==> src/rtl/loop_fetch_gate.sv <==
module loop_fetch_gate #(
  parameter int DISP_W    = 16,
  parameter int LOOP_BACK = 4
) (
  input  logic              clk,
  input  logic              rst_n,
  input  logic              fetch_want,
  output logic              fetch_req,
  input  logic              dec_valid,
  input  logic              dec_elig,
  input  logic              ex_valid,
  input  logic              ex_elig,
  input  logic              ex_dbr,
  input  logic [DISP_W-1:0] ex_disp,
  input  logic              br_taken,
  input  logic              irq_pend,
  input  logic              trace_en,
  input  logic              bus_err,
  input  logic              exc_ret,
  output logic              loop_act,
  output logic              irq_win
);

  localparam logic [DISP_W-1:0] TGT_DISP = DISP_W'(-LOOP_BACK);
  localparam logic [1:0] S_IDLE  = 2'd0;
  localparam logic [1:0] S_ARMED = 2'd1;
  localparam logic [1:0] S_LOOP  = 2'd2;
  localparam logic [1:0] S_HOLD  = 2'd3;

  logic [1:0] st_q, st_d;
  logic       prev_elig_q;

  wire in_loop    = (st_q == S_LOOP);
  wire pattern_ok = ex_valid & ex_dbr & br_taken & prev_elig_q & ~trace_en
                  & (ex_disp == TGT_DISP);
  wire fall_thru  = ex_valid & ex_dbr & ~br_taken;

  assign irq_win   = irq_pend & ex_valid & (~in_loop | ex_dbr);

  wire loop_break = in_loop & (trace_en | irq_win | fall_thru | bus_err);

  assign loop_act  = in_loop & ~loop_break;
  assign fetch_req = fetch_want & ~loop_act;

  always_comb begin
    st_d = st_q;
    case (st_q)
      S_IDLE:  if (pattern_ok) st_d = S_ARMED;
      S_ARMED: begin
        if (trace_en | bus_err | ex_valid) st_d = S_IDLE;
        else if (dec_valid)                st_d = dec_elig ? S_LOOP : S_IDLE;
      end
      S_LOOP: begin
        if (bus_err)         st_d = S_HOLD;
        else if (loop_break) st_d = S_IDLE;
      end
      default: if (exc_ret) st_d = S_LOOP;
    endcase
  end

  always_ff @(posedge clk or negedge rst_n) begin
    if (!rst_n) begin
      st_q        <= S_IDLE;
      prev_elig_q <= 1'b0;
    end else begin
      st_q <= st_d;
      if (ex_valid) prev_elig_q <= ex_elig;
    end
  end

endmodule

==> config.mk <==
export PLATFORM = sky130hd
export DESIGN_NAME = loop_fetch_gate
export DESIGN_NICKNAME = d
export VERILOG_FILES = /design/src/rtl/loop_fetch_gate.sv
export SDC_FILE = /design/constraint.sdc
export NUM_CORES = 1
export LEC_CHECK = 0
export ABC_AREA = 1
export BUFFER_PORTS_ARGS = -buffer_cell sky130_fd_sc_hd__buf_2
export CAP_MARGIN = 20
export CORE_AREA = 8 8 45 47
export DETAILED_ROUTE_END_ITERATION = 12
export DIE_AREA = 0 0 53 55
export GPL_ROUTABILITY_DRIVEN = 0
export PLACE_DENSITY = 0.67
export SYNTH_ARGS = -nofsm -noshare
export SYNTH_HDL_FRONTEND = slang
export SYNTH_SLANG_ARGS = --single-unit
==> constraint.sdc <==
create_clock -name clk -period 0.99 [get_ports clk]
set_input_delay 0.0495 -clock clk [delete_from_list [all_inputs] [get_ports clk]]
set_output_delay 0.0495 -clock clk [all_outputs]
set_load 0.01 [all_outputs]
== After elaboration in Yosys (flattened, before gate mapping) ==
Index checks and enable logic that the tools add are counted.
Storage, ports and cells
  flip-flop bits (word level): 3
  input port bits: 29
  output and inout bits: 3
  logic and storage cells: 41
Operators by class
  equal/unequal tests: 6
  multiplexer cells: 8
  bitwise logic cells: 22
  reductions and logical operators: 3
Operators by type and width (count)
  16-bit equality test (second input constant): 1
  2-bit two-way mux: 7
  1-bit AND: 11
  1-bit bitwise OR: 6
  2-bit case mux with 3 select lines: 1
  1-bit inverter: 5
  4-bit AND reduction: 1
  4-bit nonzero test: 1
  3-bit by 2-bit != test with 1-bit output (second input constant): 1
  3-bit != test (second input constant): 1
  2-bit by 1-bit equality test with 1-bit output (second input constant): 1
  2-bit equality test (second input constant): 1
  2-bit logical NOT: 1
  2-bit != test (second input constant): 1

== Depth between registers and ports, before layout ==
Gate-level depths: netlist of run 1.
  depth after elaboration: 12
  mapped depth: 8

== Worst setup path after synthesis of run 1 ==
Ideal clock, no wire load.
  path type: flip-flop to flip-flop
  from: reg st_q[0]
  to: reg st_q[1]
  data arrival time: 0.964 ns
  setup slack: -0.094 ns
  stages on the path, launching flop included: 7
  buffers on the path: 0
  clock period less this slack: 1.084 ns
  cell sequence: dfrtp_1 nor2_4 nand3_2 nor2_4 nor2_2 nand3_1 nand2_1
On the way
  word-level cells in the longest chain between the ends: 10
  elaborated cells between the ends (all ways): 16
  classes of those cells: 5 x eq/ne; 1 x mux; 7 x bitwise; 3 x reduce/logical
RTL lines
  start: declaration: line 30  | logic [1:0] st_q, st_d;
  start signal: assignment: line 66  | st_q <= st_d;
  2-bit equality test: line 33, 47
  1-bit inverter: line 38  | assign irq_win = irq_pend & ex_valid & (~in_loop | ex_dbr);
  1-bit bitwise OR: line 38
  1-bit AND: line 38
  1-bit bitwise OR (3 in a row): line 40  | wire loop_break = in_loop & (trace_en | irq_win | fall_thru | bus_err);
  1-bit AND: line 40
  3-bit by 2-bit != test with 1-bit output (no source line)
  4-bit AND reduction (no source line)
Several ways; a longest one is shown, not always the timed one.
A chain may end at the register's enable or synchronous reset.

== Final worst setup path of run 1 ==
  from: reg st_q[0]
  to: out fetch_req
On the way
  word-level cells in the longest chain between the ends: 12
RTL lines
  2-bit equality test (*): line 33  | wire in_loop = (st_q == S_LOOP);
  1-bit inverter: line 38
  1-bit bitwise OR: line 38
  1-bit AND: line 38
  1-bit bitwise OR (3 in a row): line 40
  1-bit AND: line 40
  1-bit inverter: line 42  | assign loop_act = in_loop & ~loop_break;
  1-bit AND (*): line 42
  1-bit inverter (*): line 43  | assign fetch_req = fetch_want & ~loop_act;
  1-bit AND (*): line 43
  end: declaration: line 8  | output logic fetch_req,
Mark *: on every way between the ends. The rest lies on a longest branch, timed or not.

==> results of run 1 <==
==> Yosys cell counts <==
library cell	number
nand2_1	18
nor2_1	13
inv_1	7
nand3_1	5
dfrtp_1	3
o21ai_0	3
inv_2	2
nor2_4	2
mux2_2	1
nand2_2	1
nand3_2	1
nand4_1	1
nor2_2	1
nor3_1	1
==> layout make-up <==
| cell class | count | area [um^2] |
|---|---|---|
| Clock buffer | 4 | 26.28 |
| Fill cell | 151 | 798.3 |
| Inverter | 9 | 33.78 |
| Multi-Input combinational cell | 47 | 234.0 |
| Sequential cell | 3 | 76.32 |
| Tap cell | 16 | 20.02 |
| Timing Repair Buffer | 36 | 195.2 |
==> final timing paths <==
kind / from / end / cells after the start
hold reg to reg: prev_elig_q$_DFFE_PN0P_ / prev_elig_q$_DFFE_PN0P_ / 1
min in group asynchronous: rst_n / prev_elig_q$_DFFE_PN0P_ / 2
max in group asynchronous: rst_n / st_q[0]$_DFFE_PN0P_ / 2
setup reg to reg: st_q[0]$_DFFE_PN0P_ / st_q[1]$_DFFE_PN0P_ / 9
hold / removal: ex_elig / prev_elig_q$_DFFE_PN0P_ / 2
setup / recovery: st_q[0]$_DFFE_PN0P_ / fetch_req / 7
==> sequential cells by signal (all words and copies together), names as in the netlist <==
name / flops
st_q: 2
prev_elig_q: 1
==> where the power goes <==
part | internal (mW) | switching [mW]
logic | 0.112 | 0.105
registers | 0.147 | 0.0232
clock network | 0.151 | 0.0570
==> per-stage QoR <==
| step | TNS, ns | hold slack (ns) | area (um^2) | total power [mW] |
|---|---|---|---|---|
| finish | -0.7883 | 0.05576 | 585.6 | 0.5944 |
| global route | -1.306 | 0.05199 | 585.6 | 0.6685 |
| CTS | -0.8205 | 0.04913 | 583.1 | 0.6017 |
| detailed placement | -0.3762 | -0.1507 | 523.0 | 0.3430 |
| global placement | -0.2563 | -0.1530 | 523.0 | 0.3416 |
| floorplan | -0.1855 | -0.2461 | 332.8 | 0.2603 |
==> worst max-delay path, delay by kind of cell, from the launching register on <==
kind          cells  cell delay (ns)
buf+inv           3             0.23
flops             1             0.42
simple gates      4             0.27
==> layer usage <==
metal	vias up	part of all wire [%]	track usage [%]
li1	263	-	-
met1	215	30	8.067
met2	15	61	18.95
met3	0	8.4	1.604
met4	0	0	6.466
met5	-	0	0
==> repair_timing <==
action | CTS | global route
endpoints found under the hold margin | 3 | 0
hold buffers | 1 | 0
resized for setup | 5 | 1
setup endpoints to repair | 5 | 5
pin swaps | 4 | 0
setup buffers | 2 | 0
==> cell families after synthesis <==
logic type             count (synthesis)
muxes                                  1
buffers and inverters                  9
and+or+nand+nor                       43
AOI/OAI and AO/OA                      3
DFF                                    3
==> flow_metrics.env, run 1 <==
export IMPL_ys_seq_area_share_pct=22.56
export IMPL_setup_viol_count_final=5
export IMPL_synth_top_area_cell="dfrtp_1"
export IMPL_cp_max_fo=3
export IMPL_drc=0
export IMPL_grt_usage_pct=9.349
export IMPL_syn_inst=59
export IMPL_die_x_um=53
export IMPL_detail_route_vias_per_cell=4.287
export IMPL_fmax_mhz=829.9
export IMPL_cap_violations=0
export IMPL_n_antenna_cell=0
export IMPL_htreeDepth=1
export IMPL_fin_cells=115
export IMPL_row_count=14
export IMPL_synthMuxAreaShare_pct=3.383
export IMPL_yosys_top_cells_area="dfrtp_1 23%, nand2_1 20%, nor2_1 15%, inv_1 7.9%, nand3_1 7.5%"
export IMPL_cts_inserted_buffers=3
export IMPL_clock_latency_ns=0.23
export IMPL_synth_top_area_share_pct=22.56
export IMPL_grt_pass1_vias=545
export IMPL_postLayoutCoreUtil_pct=42.31
export IMPL_ir_drop_mv=0.4419
export IMPL_crit_chain="inv_2 -> nand3_2 -> nand2_2 -> inv_2 -> nor2_4 -> nor2_1 -> buf_2"
export IMPL_drt_wirelength_per_cell_um=9.948
export IMPL_final_layout_size_suffix_gt1_share_pct=51.52
export IMPL_required_ns=0.94
export IMPL_synth_simple_gate_area_share_pct=59.40
export IMPL_synth_xor_area_share_pct=0
export IMPL_synth_nets=88
export IMPL_synth_top_family_by_area="simple AND/OR/NAND/NOR gates"
export IMPL_io_buffers=31
export IMPL_power_density_nw_per_um2=1015
export IMPL_start_util_pct=24.05
export IMPL_slowest_delay_ns=0.42
export IMPL_grt_max_degree=6
export IMPL_num_vias=493
export IMPL_antenna_found_initial=0
export IMPL_status="finished, violations left"
export IMPL_syn2layout_area_growth_pct=75.94
export IMPL_ant_nets=0
export IMPL_place_ws_ns=-0.1356
export IMPL_grt_pass1_wl_mm=2.049
export IMPL_finalNetCount=129
export IMPL_layout_common_cells="31 x buf_2, 16 x nand2_1, 13 x nor2_1"
export IMPL_fp_dieArea_um2=2915
export IMPL_ys_warn_count=0
export IMPL_final_common_cell="buf_2"
export IMPL_wl_mm=1.144
export IMPL_drt_initial_drc_count=7
export IMPL_hold_class="input port to flop"
export IMPL_core_area_um2=1384
export IMPL_worst_slack_ns=-0.2150
export IMPL_start_kind="flop"
export IMPL_slowest_stage="dfrtp_2"
export IMPL_ys_seq_elements=3
export IMPL_critical_path_class="flop to output port"
export IMPL_drtPass1Iterations=4
export IMPL_overflow=0
export IMPL_synthAdderAreaFrac_pct=0
export IMPL_cts_root_buffer="clkbuf_4"
export IMPL_leakage_nw=0.3281
export IMPL_ios=32
export IMPL_fin_crit_sh_pct=121.7
export IMPL_path_clk_slew_ns=0.03
export IMPL_slew_headroom_pct=83.53
export IMPL_synth_compound_area_share_pct=4.511
export IMPL_r2r_slack_ns=-0.16
export IMPL_drv_slew=0
export IMPL_grt_setup_unrepaired="true"
export IMPL_hold_violations=0
export IMPL_path_common_cell="inv_2"
export IMPL_avgSynthCellArea_um2=5.641
export IMPL_worstPathArrival_ns=1.16
export IMPL_syn_cell_area_um2=332.8
export IMPL_cts_buffer_depth=2
export IMPL_worstSetupEndpointType="output port"
export IMPL_worstMarginPinSlew_ns=0.2451
export IMPL_dp_cells=108
export IMPL_synth_distinct_cells=14
export IMPL_cts_tree="built"
export IMPL_clock_skew_ns=0.0008210
export IMPL_clkSinkCount=3
export IMPL_die_y_um=55
export IMPL_min_period_ns=1.205
export IMPL_violations="negative setup slack"
(Power assumes the default switching activity.)
==> inputs of run 2 (changes only) <==
- clock period: 0.99 -> 1.1 ns (I/O delays scaled with it)
==> run 2 against run 1 <==
- clock power decreased by 9%
- register-to-register slack improved by 0.07 ns
- setup slack improved by 0.073 ns
- count of clock-buffer cells in the layout unchanged
- largest cell class unchanged
- flip-flop and latch count unchanged
- critical path depth unchanged
- highest routed layer unchanged
- critical endpoint unchanged
- the run still ends with negative setup slack left
- routed wire length decreased by 3.8%
- non-clock buffer count unchanged
- first-iteration DRC count decreased by 29%
==> flow_metrics.env, run 2 (same netlist as run 1, synthesis figures left out) <==
export IMPL_fp_dieArea_um2=2915
export IMPL_htreeDepth=1
export IMPL_cap_violations=0
export IMPL_grt_usage_pct=8.922
export IMPL_ant_nets=0
export IMPL_cts_inserted_buffers=3
export IMPL_die_y_um=55
export IMPL_hpwlAfterDp_um=965
export IMPL_worstHoldStart="ex_elig"
export IMPL_dp_cells=108
export IMPL_final_common_cell="buf_2"
export IMPL_setup_viol_count_final=5
export IMPL_hold_end="prev_elig_q$_DFFE_PN0P_"
export IMPL_hold_path_depth=2
export IMPL_io_buffers=31
export IMPL_power_density_nw_per_um2=868.6
export IMPL_path_common_cell="inv_2"
export IMPL_num_vias=472
export IMPL_cts_root_buffer="clkbuf_4"
export IMPL_grt_max_degree=7
export IMPL_antenna_found_initial=0
export IMPL_regMostFlops="st_q"
export IMPL_final_layout_size_suffix_gt1_share_pct=50.51
export IMPL_hold_violations=0
export IMPL_grt_pass1_vias=500
export IMPL_largest_reg_flops=2
export IMPL_worst_slack_ns=-0.1415
export IMPL_clock_skew_ns=0.001313
export IMPL_required_ns=1.04
export IMPL_startpoint="st_q[0]$_DFFE_PN0P_"
export IMPL_status="finished, violations left"
export IMPL_violations="negative setup slack"
export IMPL_worstRegToRegCells=9
export IMPL_path_clk_slew_ns=0.04
export IMPL_clkSinkCount=3
export IMPL_die_x_um=53
export IMPL_fillCellCount=158
export IMPL_finalNetCount=129
export IMPL_fmax_mhz=805.4
export IMPL_ir_drop_mv=0.5660
export IMPL_wl_mm=1.100
export IMPL_critical_path_class="flop to output port"
export IMPL_grt_setup_unrepaired="true"
export IMPL_worstSetupEndpointType="output port"
export IMPL_place_ws_ns=-0.02091
export IMPL_p_total_mw=0.5173
export IMPL_syn2layout_area_growth_pct=78.95
export IMPL_worstMarginPinSlew_ns=0.2486
export IMPL_drt_wirelength_per_cell_um=9.565
export IMPL_cts_buffer_depth=2
export IMPL_worstPathArrival_ns=1.19
export IMPL_drtPass1Iterations=3
export IMPL_slowest_stage="dfrtp_2"
export IMPL_worstReg2RegEnd="st_q[1]$_DFFE_PN0P_"
export IMPL_drv_slew=0
export IMPL_start_kind="flop"
export IMPL_min_period_ns=1.242
export IMPL_r2r_start="st_q[0]$_DFFE_PN0P_"
export IMPL_clock_latency_ns=0.23
export IMPL_leakage_nw=0.3293
export IMPL_drc=0
export IMPL_slew_headroom_pct=83.30
export IMPL_grt_pass1_wl_mm=1.932
export IMPL_cts_tree="built"
export IMPL_ios=32
export IMPL_n_antenna_cell=0
export IMPL_drt_initial_drc_count=5
export IMPL_reg_top3="st_q x2, prev_elig_q x1"
export IMPL_r2r_slack_ns=-0.09
export IMPL_core_area_um2=1384
export IMPL_hold_class="input port to flop"
export IMPL_slowest_delay_ns=0.44
export IMPL_cp_max_fo=6
export IMPL_fin_cells=115
export IMPL_overflow=0
export IMPL_detail_route_vias_per_cell=4.104
export IMPL_fin_crit_sh_pct=112.9
export IMPL_start_util_pct=24.05
export IMPL_hold_ws_ns=0.06102
export IMPL_crit_chain="inv_2 -> nand3_2 -> nand2_2 -> inv_2 -> nor2_4 -> nor2_1 -> buf_2"
export IMPL_layout_common_cells="29 x buf_2, 17 x nand2_1, 13 x nor2_1"
export IMPL_row_count=14
-- run 2: area by class of cell --
cell class | instances | area (um^2) | share of cell area, %
Clock buffer | 4 | 26.28 | 4.412
Tap cell | 16 | 20.02 | 3.361
Inverter | 9 | 33.78 | 5.672
Multi-Input combinational cell | 47 | 231.5 | 38.87
Timing Repair Buffer | 36 | 207.7 | 34.87
Sequential cell | 3 | 76.32 | 12.82
-- run 2: where the power goes --
group / leakage [nW] / internal [mW] / switching, mW
sequential: 0.0378 / 0.132 / 0.0298
combinational: 0.276 / 0.0852 / 0.0801
clock: 0.0150 / 0.136 / 0.0544
total: 0.329 / 0.353 / 0.164
-- run 2: through the flow --
stage / cell area, um^2 / util [%] / setup TNS, ns
global placement: 523.0 / 37.79 / 0
floorplan: 332.8 / - / 0
CTS: 573.1 / 41.41 / -0.4223
global route: 595.6 / 43.04 / -0.8522
finish: 595.6 / 43.04 / -0.4748
detailed placement: 523.0 / 37.79 / -0.03944
-- run 2: layer usage --
metal  GRT usage [%]  vias up  wire length (um)
met1           8.092      198               374
li1                -      263                 -
met2           16.02       11               632
met4           4.741        0                 0
met3           4.545        0                93
met5               0        -                 0
-- run 2: worst max path at each step --
stage                                endpoint  cells after the start
final                               fetch_req                      7
after global routing                fetch_req                      7
after CTS                           fetch_req                      7
after detailed placement  st_q[1]$_DFFE_PN0P_                      6
after global placement    st_q[1]$_DFFE_PN0P_                      8
after floorplan           st_q[1]$_DFFE_PN0P_                      6
-- run 2: what timing repair did --
action,4_1_cts,5_1_grt
hold buffers,1,0
gates resized for setup,3,3
pin swaps,2,1
setup buffers,1,1
endpoints found under the setup margin,5,5
hold endpoints to repair,3,0
-- run 2: critical path: cells and delay by family, from the launching register on --
family | cells | cell delay [ns]
buf+inv | 3 | 0.24
flops | 1 | 0.44
simple gates | 4 | 0.28
==> inputs of run 3 (changes only) <==
- PLACE_DENSITY: 0.67 -> 0.65
- clock period: 1.1 -> 1.5 ns (I/O delays scaled with it)
==> run 3 against run 2 <==
- the run now ends clean
- combinational power down 33%
- critical path depth down 1
- flip-flop and latch count unchanged
- global-route usage down 0.67 points
- routed wire length down 4.2%
- first-iteration DRC count unchanged
- clock power down 27%
- count of clock-buffer cells in the layout unchanged
- sequential power down 28%
- non-clock buffer count down 4
- final cell count down 3.5%
- register-to-register slack better by 0.44 ns
- largest cell class unchanged
- highest routed layer unchanged
==> flow_metrics.env, run 3 (same netlist as run 1, synthesis figures left out) <==
export IMPL_status="finished, final reports clean"
export IMPL_ir_drop_mv=0.2937
export IMPL_cts_inserted_buffers=3
export IMPL_setup_viol_count_final=0
export IMPL_setup_tns_ns=0
export IMPL_htreeDepth=1
export IMPL_fillCellCount=158
export IMPL_n_antenna_cell=0
export IMPL_overflow=0
export IMPL_hold_path_depth=2
export IMPL_ios=32
export IMPL_clock_latency_ns=0.23
export IMPL_path_common_cell="nor2_4"
export IMPL_worstMarginPinSlew_ns=0.2501
export IMPL_wl_met1_um=352
export IMPL_slew_headroom_pct=83.20
export IMPL_finalNetCount=125
export IMPL_wl_mm=1.054
export IMPL_drt_initial_drc_count=5
export IMPL_worstPathArrival_ns=1.26
export IMPL_r2r_slack_ns=0.35
export IMPL_grt_pass1_vias=471
export IMPL_ant_nets=0
export IMPL_hold_violations=0
export IMPL_layout_common_cells="31 x buf_2, 18 x nand2_1, 13 x nor2_1"
export IMPL_detail_route_vias_per_cell=4.198
export IMPL_cap_violations=0
export IMPL_critical_path_class="flop to output port"
export IMPL_hold_class="input port to flop"
export IMPL_cts_hold_buf=1
export IMPL_path_clk_slew_ns=0.04
export IMPL_worst_slack_ns=0.1699
export IMPL_crit_chain="inv_2 -> nor2_4 -> nand3_2 -> nor2_4 -> nor2_1 -> buf_2"
export IMPL_reg_top3="st_q x2, prev_elig_q x1"
export IMPL_hold_end="prev_elig_q$_DFFE_PN0P_"
export IMPL_cts_root_buffer="clkbuf_4"
export IMPL_start_kind="flop"
export IMPL_r2r_start="st_q[1]$_DFFE_PN0P_"
export IMPL_cts_tree="built"
export IMPL_met3_length_um=90
export IMPL_die_y_um=55
export IMPL_post_cts_resized=0
export IMPL_worstRegToRegCells=8
export IMPL_final_layout_size_suffix_gt1_share_pct=44.21
export IMPL_leakage_nw=0.3059
export IMPL_fp_dieArea_um2=2915
export IMPL_dr_max_layer_used="met3"
export IMPL_post_cts_buffers=0
export IMPL_worstSetupEndpointType="output port"
export IMPL_grt_pass1_wl_mm=1.752
export IMPL_antenna_found_initial=0
export IMPL_slowest_stage="dfrtp_1"
export IMPL_met2WireLength_um=611
export IMPL_largest_reg_flops=2
export IMPL_regMostFlops="st_q"
export IMPL_worstReg2RegEnd="st_q[1]$_DFFE_PN0P_"
export IMPL_required_ns=1.42
export IMPL_die_x_um=53
export IMPL_grt_usage_pct=8.256
export IMPL_slowest_delay_ns=0.43
export IMPL_drt_wirelength_per_cell_um=9.495
export IMPL_drc=0
export IMPL_num_vias=466
export IMPL_drv_slew=0
export IMPL_grt_max_degree=7
export IMPL_io_buffers=31
export IMPL_clkSinkCount=3
export IMPL_fin_crit_sh_pct=88.67
export IMPL_row_count=14
export IMPL_clock_skew_ns=0.0003653
export IMPL_worstHoldStart="ex_elig"
export IMPL_core_area_um2=1384
export IMPL_final_common_cell="buf_2"
export IMPL_hpwlAfterDp_um=958.1
export IMPL_cts_buffer_depth=2
export IMPL_seq_area_um2=75.07
export IMPL_syn2layout_area_growth_pct=63.53
export IMPL_min_period_ns=1.330
export IMPL_grt_setup_unrepaired="false"
export IMPL_multiInputGateArea_um2=224.0
export IMPL_start_util_pct=24.05
export IMPL_fmax_mhz=751.8
export IMPL_drtPass1Iterations=3
export IMPL_power_density_nw_per_um2=669.5
export IMPL_cp_max_fo=6
export IMPL_place_ws_ns=0.3509
[run 3: power by group]
group          internal [mW]  switching [mW]  total (mW)
Sequential            0.0946          0.0218       0.116
Clock                 0.0995          0.0387       0.138
Combinational         0.0568          0.0530       0.110
Total                  0.251           0.114       0.364
[run 3: layout make-up]
cell class | instances | share of cell area, %
multi-input cells | 47 | 41.15
inverters | 9 | 6.207
clock buffers | 4 | 4.828
repair buffers | 32 | 30.34
well taps | 16 | 3.678
flip-flops and latches | 3 | 13.79
[run 3: worst max-delay path by stage]
| stage | from | cells past startpoint | slack, ns | end |
|---|---|---|---|---|
| after floorplan | st_q[0]$_DFFE_PN0P_ | 6 | 0.42 | st_q[1]$_DFFE_PN0P_ |
| after global placement | st_q[1]$_DFFE_PN0P_ | 8 | 0.36 | st_q[1]$_DFFE_PN0P_ |
| after detailed placement | st_q[1]$_DFFE_PN0P_ | 8 | 0.35 | st_q[1]$_DFFE_PN0P_ |
| after CTS | st_q[1]$_DFFE_PN0P_ | 6 | 0.16 | fetch_req |
| after global routing | st_q[0]$_DFFE_PN0P_ | 7 | 0.07 | fetch_req |
| final | st_q[1]$_DFFE_PN0P_ | 6 | 0.17 | fetch_req |
[run 3: per-layer routing]
| metal | global-route usage (%) | vias to the layer above |
|---|---|---|
| met5 | 0 | - |
| met3 | 2.941 | 0 |
| met2 | 16.21 | 9 |
| li1 | - | 255 |
| met4 | 6.466 | 0 |
| met1 | 6.393 | 202 |
[run 3: worst max-delay path: cells and delay by family (launching register included)]
kind	cells	cell delay, ns
buffers and inverters	2	0.21
DFF	1	0.43
and+or+nand+nor	4	0.39
[run 3: per-stage QoR]
stage / util (%) / power [mW] / cells / hold slack, ns / cell area, um^2
after CTS: 39.33 / 0.3745 / 111 / 0.07490 / 544.3
after global routing: 39.33 / 0.4058 / 111 / 0.08516 / 544.3
after detailed placement: 36.71 / 0.2265 / 106 / -0.1242 / 508.0
after floorplan: - / 0.1718 / 59 / -0.2206 / 332.8
final: 39.33 / 0.3644 / 111 / 0.08165 / 544.3
after global placement: 36.71 / 0.2226 / 106 / -0.1275 / 508.0
